**config.mk**
```make
export PLATFORM = sky130hd
export DESIGN_NAME = xmem_mux_ctrl
export DESIGN_NICKNAME = d
export VERILOG_FILES = /design/src/rtl/xmem_pkg.sv /design/src/rtl/xmem_cfg_reg.sv /design/src/rtl/xmem_seq.sv /design/src/rtl/xmem_pin_mux.sv /design/src/rtl/xmem_mux_ctrl.sv
export SDC_FILE = /design/constraint.sdc
export NUM_CORES = 1
export LEC_CHECK = 0
export CORE_UTILIZATION = 25
export CTS_CLUSTER_SIZE = 8
export DETAILED_ROUTE_END_ITERATION = 10
export GPL_TIMING_DRIVEN = 0
export HOLD_SLACK_MARGIN = 0.06
export PLACE_DENSITY = 0.56
export SLEW_MARGIN = 20
export SYNTH_ARGS = -nofsm -noshare
export SYNTH_HDL_FRONTEND = slang
export SYNTH_SLANG_ARGS = --single-unit
```
**constraint.sdc**
```tcl
create_clock -name clk -period 2.4 [get_ports clk]
set_input_delay 0.6 -clock clk [delete_from_list [all_inputs] [get_ports clk]]
set_output_delay 0.6 -clock clk [all_outputs]
set_load 0.05 [all_outputs]
```
**src/rtl/xmem_pkg.sv**
```systemverilog
package xmem_pkg;

    // Bus sequencer phases
    typedef enum logic [1:0] {
        ST_IDLE  = 2'd0,   // idle, doubles as address cycle on acceptance
        ST_LATCH = 2'd1,   // ale low, address held for the latch
        ST_WAIT  = 2'd2,   // optional stretch cycle
        ST_XFER  = 2'd3    // single data cycle with strobe
    } xmem_state_t;

endpackage

```
**src/rtl/xmem_cfg_reg.sv**
```systemverilog
module xmem_cfg_reg (
    input  logic clk,
    input  logic rst_n,
    input  logic cfg_we,
    input  logic cfg_ext_en_d,
    input  logic cfg_wait_d,
    output logic ext_en,
    output logic wait_en
);

    always_ff @(posedge clk or negedge rst_n) begin
        if (!rst_n) begin
            ext_en  <= 1'b0;
            wait_en <= 1'b0;
        end else if (cfg_we) begin
            ext_en  <= cfg_ext_en_d;
            wait_en <= cfg_wait_d;
        end
    end

endmodule

```
**src/rtl/xmem_seq.sv**
```systemverilog
module xmem_seq
    import xmem_pkg::*;
#(
    parameter int                ADDR_W  = 16,
    parameter int                DATA_W  = 8,
    parameter logic [ADDR_W-1:0] INT_TOP = 16'h1000
) (
    input  logic              clk,
    input  logic              rst_n,
    input  logic              ext_en,
    input  logic              wait_en,
    input  logic              req_valid,
    input  logic              req_write,
    input  logic [ADDR_W-1:0] req_addr,
    input  logic [DATA_W-1:0] req_wdata,
    input  logic [DATA_W-1:0] pad_in,
    output logic              ale,
    output logic              busy,
    output logic              req_ready,
    output logic              rd_act,
    output logic              wr_act,
    output logic [ADDR_W-1:0] addr_q,
    output logic [DATA_W-1:0] wdata_q,
    output logic [DATA_W-1:0] rdata_q
);

    xmem_state_t state, state_nx;
    logic        write_q;
    logic        wait_q;
    logic        hit;

    // an external request: bus mode on and address at or above the internal top
    assign hit = req_valid && ext_en && (req_addr >= INT_TOP);

    always_comb begin
        state_nx = state;
        unique case (state)
            ST_IDLE:  if (hit) state_nx = ST_LATCH;
            ST_LATCH: state_nx = wait_q ? ST_WAIT : ST_XFER;
            ST_WAIT:  state_nx = ST_XFER;
            ST_XFER:  state_nx = ST_IDLE;
        endcase
    end

    // state register
    always_ff @(posedge clk or negedge rst_n) begin
        if (!rst_n) state <= ST_IDLE;
        else        state <= state_nx;
    end

    // request capture and read-data capture
    always_ff @(posedge clk or negedge rst_n) begin
        if (!rst_n) begin
            addr_q  <= '0;
            wdata_q <= '0;
            write_q <= 1'b0;
            wait_q  <= 1'b0;
            rdata_q <= '0;
        end else begin
            if (state == ST_IDLE && hit) begin
                addr_q  <= req_addr;
                wdata_q <= req_wdata;
                write_q <= req_write;
                wait_q  <= wait_en;
            end
            if (state == ST_XFER && !write_q) begin
                rdata_q <= pad_in;
            end
        end
    end

    // phase outputs
    always_comb begin
        ale       = 1'b0;
        busy      = 1'b1;
        req_ready = 1'b0;
        rd_act    = 1'b0;
        wr_act    = 1'b0;
        unique case (state)
            ST_IDLE: begin
                busy = 1'b0;
                ale  = hit;
            end
            ST_LATCH, ST_WAIT: begin
            end
            ST_XFER: begin
                req_ready = 1'b1;
                rd_act    = !write_q;
                wr_act    = write_q;
            end
        endcase
    end

endmodule

```
**src/rtl/xmem_pin_mux.sv**
```systemverilog
module xmem_pin_mux #(
    parameter int ADDR_W = 16,
    parameter int DATA_W = 8
) (
    input  logic                     bus_mode,
    input  logic                     ale,
    input  logic                     rd_act,
    input  logic                     wr_act,
    input  logic [ADDR_W-1:0]        req_addr,
    input  logic [ADDR_W-1:0]        addr_q,
    input  logic [DATA_W-1:0]        wdata_q,
    input  logic [DATA_W-1:0]        gpio_lo_out,
    input  logic [DATA_W-1:0]        gpio_lo_dir,
    input  logic [ADDR_W-DATA_W-1:0] gpio_hi_out,
    input  logic [ADDR_W-DATA_W-1:0] gpio_hi_dir,
    output logic [DATA_W-1:0]        pad_ad_o,
    output logic [DATA_W-1:0]        pad_ad_oe,
    output logic [ADDR_W-DATA_W-1:0] pad_hi_o,
    output logic [ADDR_W-DATA_W-1:0] pad_hi_oe,
    output logic                     rd_n,
    output logic                     wr_n
);

    localparam int HI_W = ADDR_W - DATA_W;

    logic [ADDR_W-1:0] addr_cur;

    // during acceptance the address comes straight from the request
    assign addr_cur = ale ? req_addr : addr_q;

    always_comb begin
        if (bus_mode) begin
            pad_ad_o  = wr_act ? wdata_q : addr_cur[DATA_W-1:0];
            pad_ad_oe = rd_act ? '0 : '1;
            pad_hi_o  = addr_cur[ADDR_W-1:DATA_W];
            pad_hi_oe = {HI_W{1'b1}};
        end else begin
            pad_ad_o  = gpio_lo_out;
            pad_ad_oe = gpio_lo_dir;
            pad_hi_o  = gpio_hi_out;
            pad_hi_oe = gpio_hi_dir;
        end
        rd_n = !rd_act;
        wr_n = !wr_act;
    end

endmodule

```
**src/rtl/xmem_mux_ctrl.sv**
```systemverilog
module xmem_mux_ctrl #(
    parameter int                ADDR_W  = 16,
    parameter int                DATA_W  = 8,
    parameter logic [ADDR_W-1:0] INT_TOP = 16'h1000
) (
    input  logic                     clk,
    input  logic                     rst_n,
    input  logic                     cfg_we,
    input  logic                     cfg_ext_en_d,
    input  logic                     cfg_wait_d,
    input  logic                     req_valid,
    input  logic                     req_write,
    input  logic [ADDR_W-1:0]        req_addr,
    input  logic [DATA_W-1:0]        req_wdata,
    output logic                     req_ready,
    output logic [DATA_W-1:0]        rsp_rdata,
    input  logic [DATA_W-1:0]        gpio_lo_out,
    input  logic [DATA_W-1:0]        gpio_lo_dir,
    input  logic [ADDR_W-DATA_W-1:0] gpio_hi_out,
    input  logic [ADDR_W-DATA_W-1:0] gpio_hi_dir,
    output logic [DATA_W-1:0]        pad_ad_o,
    output logic [DATA_W-1:0]        pad_ad_oe,
    input  logic [DATA_W-1:0]        pad_ad_i,
    output logic [ADDR_W-DATA_W-1:0] pad_hi_o,
    output logic [ADDR_W-DATA_W-1:0] pad_hi_oe,
    output logic                     ale,
    output logic                     rd_n,
    output logic                     wr_n
);

    logic              ext_en, wait_en;
    logic              busy, rd_act, wr_act;
    logic [ADDR_W-1:0] addr_q;
    logic [DATA_W-1:0] wdata_q;

    xmem_cfg_reg u_cfg (
        .clk          (clk),
        .rst_n        (rst_n),
        .cfg_we       (cfg_we),
        .cfg_ext_en_d (cfg_ext_en_d),
        .cfg_wait_d   (cfg_wait_d),
        .ext_en       (ext_en),
        .wait_en      (wait_en)
    );

    xmem_seq #(
        .ADDR_W  (ADDR_W),
        .DATA_W  (DATA_W),
        .INT_TOP (INT_TOP)
    ) u_seq (
        .clk       (clk),
        .rst_n     (rst_n),
        .ext_en    (ext_en),
        .wait_en   (wait_en),
        .req_valid (req_valid),
        .req_write (req_write),
        .req_addr  (req_addr),
        .req_wdata (req_wdata),
        .pad_in    (pad_ad_i),
        .ale       (ale),
        .busy      (busy),
        .req_ready (req_ready),
        .rd_act    (rd_act),
        .wr_act    (wr_act),
        .addr_q    (addr_q),
        .wdata_q   (wdata_q),
        .rdata_q   (rsp_rdata)
    );

    // an access in flight keeps the bus even if the enable bit drops
    xmem_pin_mux #(
        .ADDR_W (ADDR_W),
        .DATA_W (DATA_W)
    ) u_pins (
        .bus_mode    (ext_en || busy),
        .ale         (ale),
        .rd_act      (rd_act),
        .wr_act      (wr_act),
        .req_addr    (req_addr),
        .addr_q      (addr_q),
        .wdata_q     (wdata_q),
        .gpio_lo_out (gpio_lo_out),
        .gpio_lo_dir (gpio_lo_dir),
        .gpio_hi_out (gpio_hi_out),
        .gpio_hi_dir (gpio_hi_dir),
        .pad_ad_o    (pad_ad_o),
        .pad_ad_oe   (pad_ad_oe),
        .pad_hi_o    (pad_hi_o),
        .pad_hi_oe   (pad_hi_oe),
        .rd_n        (rd_n),
        .wr_n        (wr_n)
    );

endmodule

```
After elaboration in Yosys (flattened, before gate mapping)
Cells that the tools add are included.
{ "totals": {"elab_cells": 37, "out_inout_bits": 44, "in_bits": 71, "ff_bits": 38} }
{ "op_classes": {"mux": 15, "reduce_logical": 9, "n_eq_ne": 4, "n_lt_le_gt_ge": 1} }
{ "op_table": {"columns": ["op", "count"], "rows": [
  ["two-way mux 8 bit", 6],
  [">= comparator 16 x 13 -> 1 bit, second input constant", 1],
  ["two-way mux 16 bit", 1],
  ["one-hot mux 2 bit (4 select lines)", 1],
  ["two-way mux 1 bit", 6],
  ["equality test 2 bit, second input constant", 2],
  ["logical AND 1 bit", 4],
  ["zero test 1 bit", 3],
  ["equality test 2 x 1 -> 1 bit, second input constant", 1],
  ["zero test 2 bit", 1],
  ["two-way mux 2 bit", 1],
  ["!= test 2 x 1 -> 1 bit, second input constant", 1],
  ["logical OR 1 bit", 1]
]} }

Logic depth before layout (Yosys ltp)
{ "logic_depth": {"ltp_word": 6, "mapped_depth": 8, "depth_no_buf": 7} }

Hierarchy
From an unflattened synthesis, not the netlist that was laid out.
{ "unflattened": {"hier_cells": 193, "area_unflattened_um2": 2311.0} }
{ "by_module_without_submodules": {"columns": ["mod", "area_each_um2", "instances", "cells_per_inst", "seq_area_each_um2"], "rows": [
  ["xmem_seq", 1544.0, 1, 95, 900.9],
  ["xmem_pin_mux", 688.2, 1, 93, 0.0],
  ["xmem_cfg_reg", 72.6, 1, 4, 50.0],
  ["xmem_mux_ctrl", 6.3, 1, 1, 0.0]
]} }

Worst setup path before layout
No wires, ideal clock.
{ "synth_timing": {"path_kind": "input to output", "from": "input port req_addr[15]", "to": "output port pad_ad_o[2]", "slack_ps": -582, "stages": 6, "arrival_time_ps": 2382, "path_buffers": 2, "t_required_ps": 1800, "path_cell_list": "or4_4 -> nand2_4 -> buf_12 -> buf_12 -> nand2_2 -> a31oi_1"} }
{ "synth_between": {"elab_chain_cells": 6} }
{ "synth_lines": {"columns": ["item", "line_no", "rtl"], "rows": [
  ["from (decl)", "xmem_mux_ctrl.sv:13", "input logic [ADDR_W-1:0] req_addr,"],
  [">= comparator 16 x 13 -> 1 bit", "xmem_seq.sv:33", "assign hit = req_valid && ext_en && (req_addr >= INT_TOP);"],
  ["logical AND 1 bit", "xmem_seq.sv:33", null],
  ["two-way mux 1 bit", "xmem_seq.sv:79", "unique case (state)"],
  ["two-way mux 16 bit", "xmem_pin_mux.sv:29", "assign addr_cur = ale ? req_addr : addr_q;"],
  ["two-way mux 8 bit", "xmem_pin_mux.sv:33", "pad_ad_o = wr_act ? wdata_q : addr_cur[DATA_W-1:0];"],
  ["two-way mux 8 bit", "xmem_pin_mux.sv:32", "if (bus_mode) begin"],
  ["to (decl)", "xmem_mux_ctrl.sv:21", "output logic [DATA_W-1:0] pad_ad_o,"]
]} }
Every way passes these cells.

Worst setup path in the final report
{ "layout_timing": {"from": "input port req_addr[12]", "to": "output port pad_ad_o[4]"} }
Same word-level chain as after synthesis.

==> results.toml <==
[outcome]
outcome = "finished, violations left"
violations = "negative setup slack"

[detailed_routing]
first_pass_iters = 4
viasPerCell = 4.641
vias = 2149
wl_per_cell_um = 14.80
ant_nets = 0
drt_iter0_markers = 57
drcViolationCount = 0
finalWirelength_um = 6853

[power_and_ir_drop]
power.density_nw_per_um2 = 1469
switchingPower_uw = 2950
power_uw = 5782
internal_power_uw = 2831
power_leakage_uw = 0.001676
p_comb_share_pct = 72.5
ir_drop_mv = 0.9256
pwr-share-clk_pct = 7.2
p_seq_share_pct = 20.2
p_sw_share_pct = 51.03

[global_route]
grt-ovfl-total = 0
track_usage_pct = 16.73
grt_pass1_vias = 2156
use_met2_pct = 28.13
use_met1_pct = 20.71
grt_start_max_net_pins = 22
gr-usage-met3_pct = 5.109
grt_first_pass_wirelength_um = 10920
busiest_layer = "met2"
antenna_found_initial = 0

[worst_setup_path]
crit_chain = "buf_8, or4_4, nand2_8, buf_12, buf_12, nand2_8, a31oi_4, buf_6"
crit_required_ns = 1.80
critPathBufInv = 4
cp.arrival_ns = 1.99
critical_path.max_fanout = 5
critical_path_class = "input port to primary output"
cp_slowest_stage_delay_ns = 0.56
slowest_stage = "or4_4"
start_kind = "input port"
path_delay_family = "simple AND/OR/NAND/NOR gates"
cp-end-kind = "primary output"

[synth]
async_flop_share_pct = 100.0
yosys_most_used_dff = "dfrtp_1"
yosys_warnings = 0
synth_area_um2 = 1999
ys_types = 28
synth-edff-count = 0
yosysSeqAreaShare_pct = 47.56
synth_top_cell_by_area = "dfrtp_1"
netlist.area_leader.share_pct = 47.56
synth_nets = 295
ys_top_cells_by_area = "dfrtp_1 (48%), nand2_1 (12%), mux2_2 (5.6%)"
syn_inst = 220
avgSynthCellArea_um2 = 9.088
synth_most_common_cell = "nand2_1"
synth-seq-cells = 38
synth_common_cells = "nand2_1 (65), dfrtp_1 (38), o22ai_1 (16)"

[sta]
worst_pin_slew_ns = 0.5056
fin_crit_ns = 2.595
final_hold_viol_count = 0
relSlewSlack_pct = 66.19
fin_hold_ws_ns = 0.2668
max_freq_ghz = 0.3854
clock-skew-final_ns = 0.003027
setup_slack_ns = -0.1945
setup_violations = 20
rsz0062_at_grt = "true"
final_max_slew_viol_count = 0
min_period_over_period_pct = 108.1
setup_tns_ns = -2.444

[cts]
cts_buffers = 5
htree_num_levels = 2
clk_path_buf_depth = 2
cts_hold_buf = 0
clk_latency_ns = 0.29
cts_tree = "built"
cts.sinks = 38
clockRootBuffer = "clkbuf_8"
clk_pin_slew_worst_paths_ns = 0.07

[finish]
antennaDiodeCount = 0
drive_gt1_share_pct = 36.01
fin_nets = 436
areaGrowthSynthToFinish_pct = 96.81
fin_util_pct = 50.92

[placement]
place_congestion = 0.7664
io_buffers = 114
dp_hpwl_um = 4793

[die]
fp-row-count = 32
pin_count = 115
fp.dieArea_um2 = 8359
die_w_um = 91.43
die_y_um = 91.43
start_util_pct = 25.87
coreArea_um2 = 7727

[hold_path]
hold_class = "input port to asynchronous set/reset pin"

[run]
cap_violations = 0
kinds of logic (layout without fill, tap and decap cells):
family	after synthesis	count (layout)	synth area share [%]
fa+ha+maj	4	4	2.503
compound gates	54	54	17.58
buf+inv	20	161	5.632
simple gates	94	94	21.09
flops	38	38	47.56
mux	10	10	5.632
sequential cells by signal, indices dropped and copies added (netlist names):
register	cells
u_seq.write_q	1
u_seq.addr_q	16
u_seq.wait_q	1
u_seq.state	2
u_cfg.ext_en	1
u_seq.rdata_q	8
u_seq.wdata_q	8
u_cfg.wait_en	1
placed cells by master, fill, tap and decap left out, types with 8 or more instances in the layout:
cell type | synthesis | final
buf_4 | 0 | 28
dfrtp_1 | 38 | 38
buf_6 | 0 | 15
nand2b_1 | 10 | 10
o22ai_1 | 16 | 11
nand2_1 | 65 | 58
a31oi_4 | 0 | 8
clkdlybuf4s50_1 | 0 | 72
mux2_2 | 10 | 10
buf_2 | 4 | 12
o21a_1 | 8 | 8
what timing repair did:
action	4_1_cts	5_1_grt
resized for setup	275	31
pin swaps	17	13
cloned	1	0
buffers inserted	10	11
setup endpoints to repair	35	26
path summary, 6_finish.rpt:
kind,from,to,slack [ns],cells past startpoint
max reg2reg,u_seq.state[0],u_seq.addr_q[13],0.71,8
min reg2reg,u_seq.wait_q,u_seq.wait_q,0.47,2
max in group asynchronous,rst_n,u_cfg.ext_en,1.65,2
min in group clk,u_seq.wait_q,u_seq.wait_q,0.47,2
max,req_addr[12],pad_ad_o[4],-0.19,8
min,rst_n,u_seq.addr_q[12],0.27,1
power groups by stage:
stage                     logic [uW]  registers [uW]  clock network (uW)
after floorplan                 2420            1340                   0
after global placement          3760            1120                   0
after detailed placement        3780            1130                   0
after CTS                       4060            1160                 435
after global routing            4420            1200                 465
final                           4190            1170                 419
stage by stage:
step | cell area [um^2] | cells | setup slack [ns]
2_1_floorplan | 2200 | 220 | -0.08919
3_3_place_gp | 3468 | 436 | -1.341
3_5_place_dp | 3491 | 437 | -1.307
4_1_cts | 3809 | 455 | -0.2328
5_1_grt | 3935 | 463 | -0.2387
6_report | 3935 | 463 | -0.1945
per-layer routing:
| metal | routed length, um | part of all wire, % |
|---|---|---|
| met2 | 3221 | 47 |
| met3 | 612 | 8.9 |
| met4 | 95 | 1.4 |
| met1 | 2923 | 43 |
| met5 | 0 | 0 |
worst register-to-register path: cells and delay by family, from the launching register on:
family          cells  cell delay, ns
flops               1            0.41
fa+ha+maj           1            0.15
simple gates        2            0.30
buf+inv             4            0.54
compound gates      1            0.19
final cells by class:
cell class / count / area (um^2)
repair buffers: 134 / 1294
well taps: 102 / 127.6
inverters: 8 / 35.03
plain buffers: 12 / 127.6
clock buffers: 7 / 76.32
multi-input cells: 162 / 1324
fillers: 715 / 3792
flip-flops and latches: 38 / 950.9
Power figures use the tool's default switching activity.
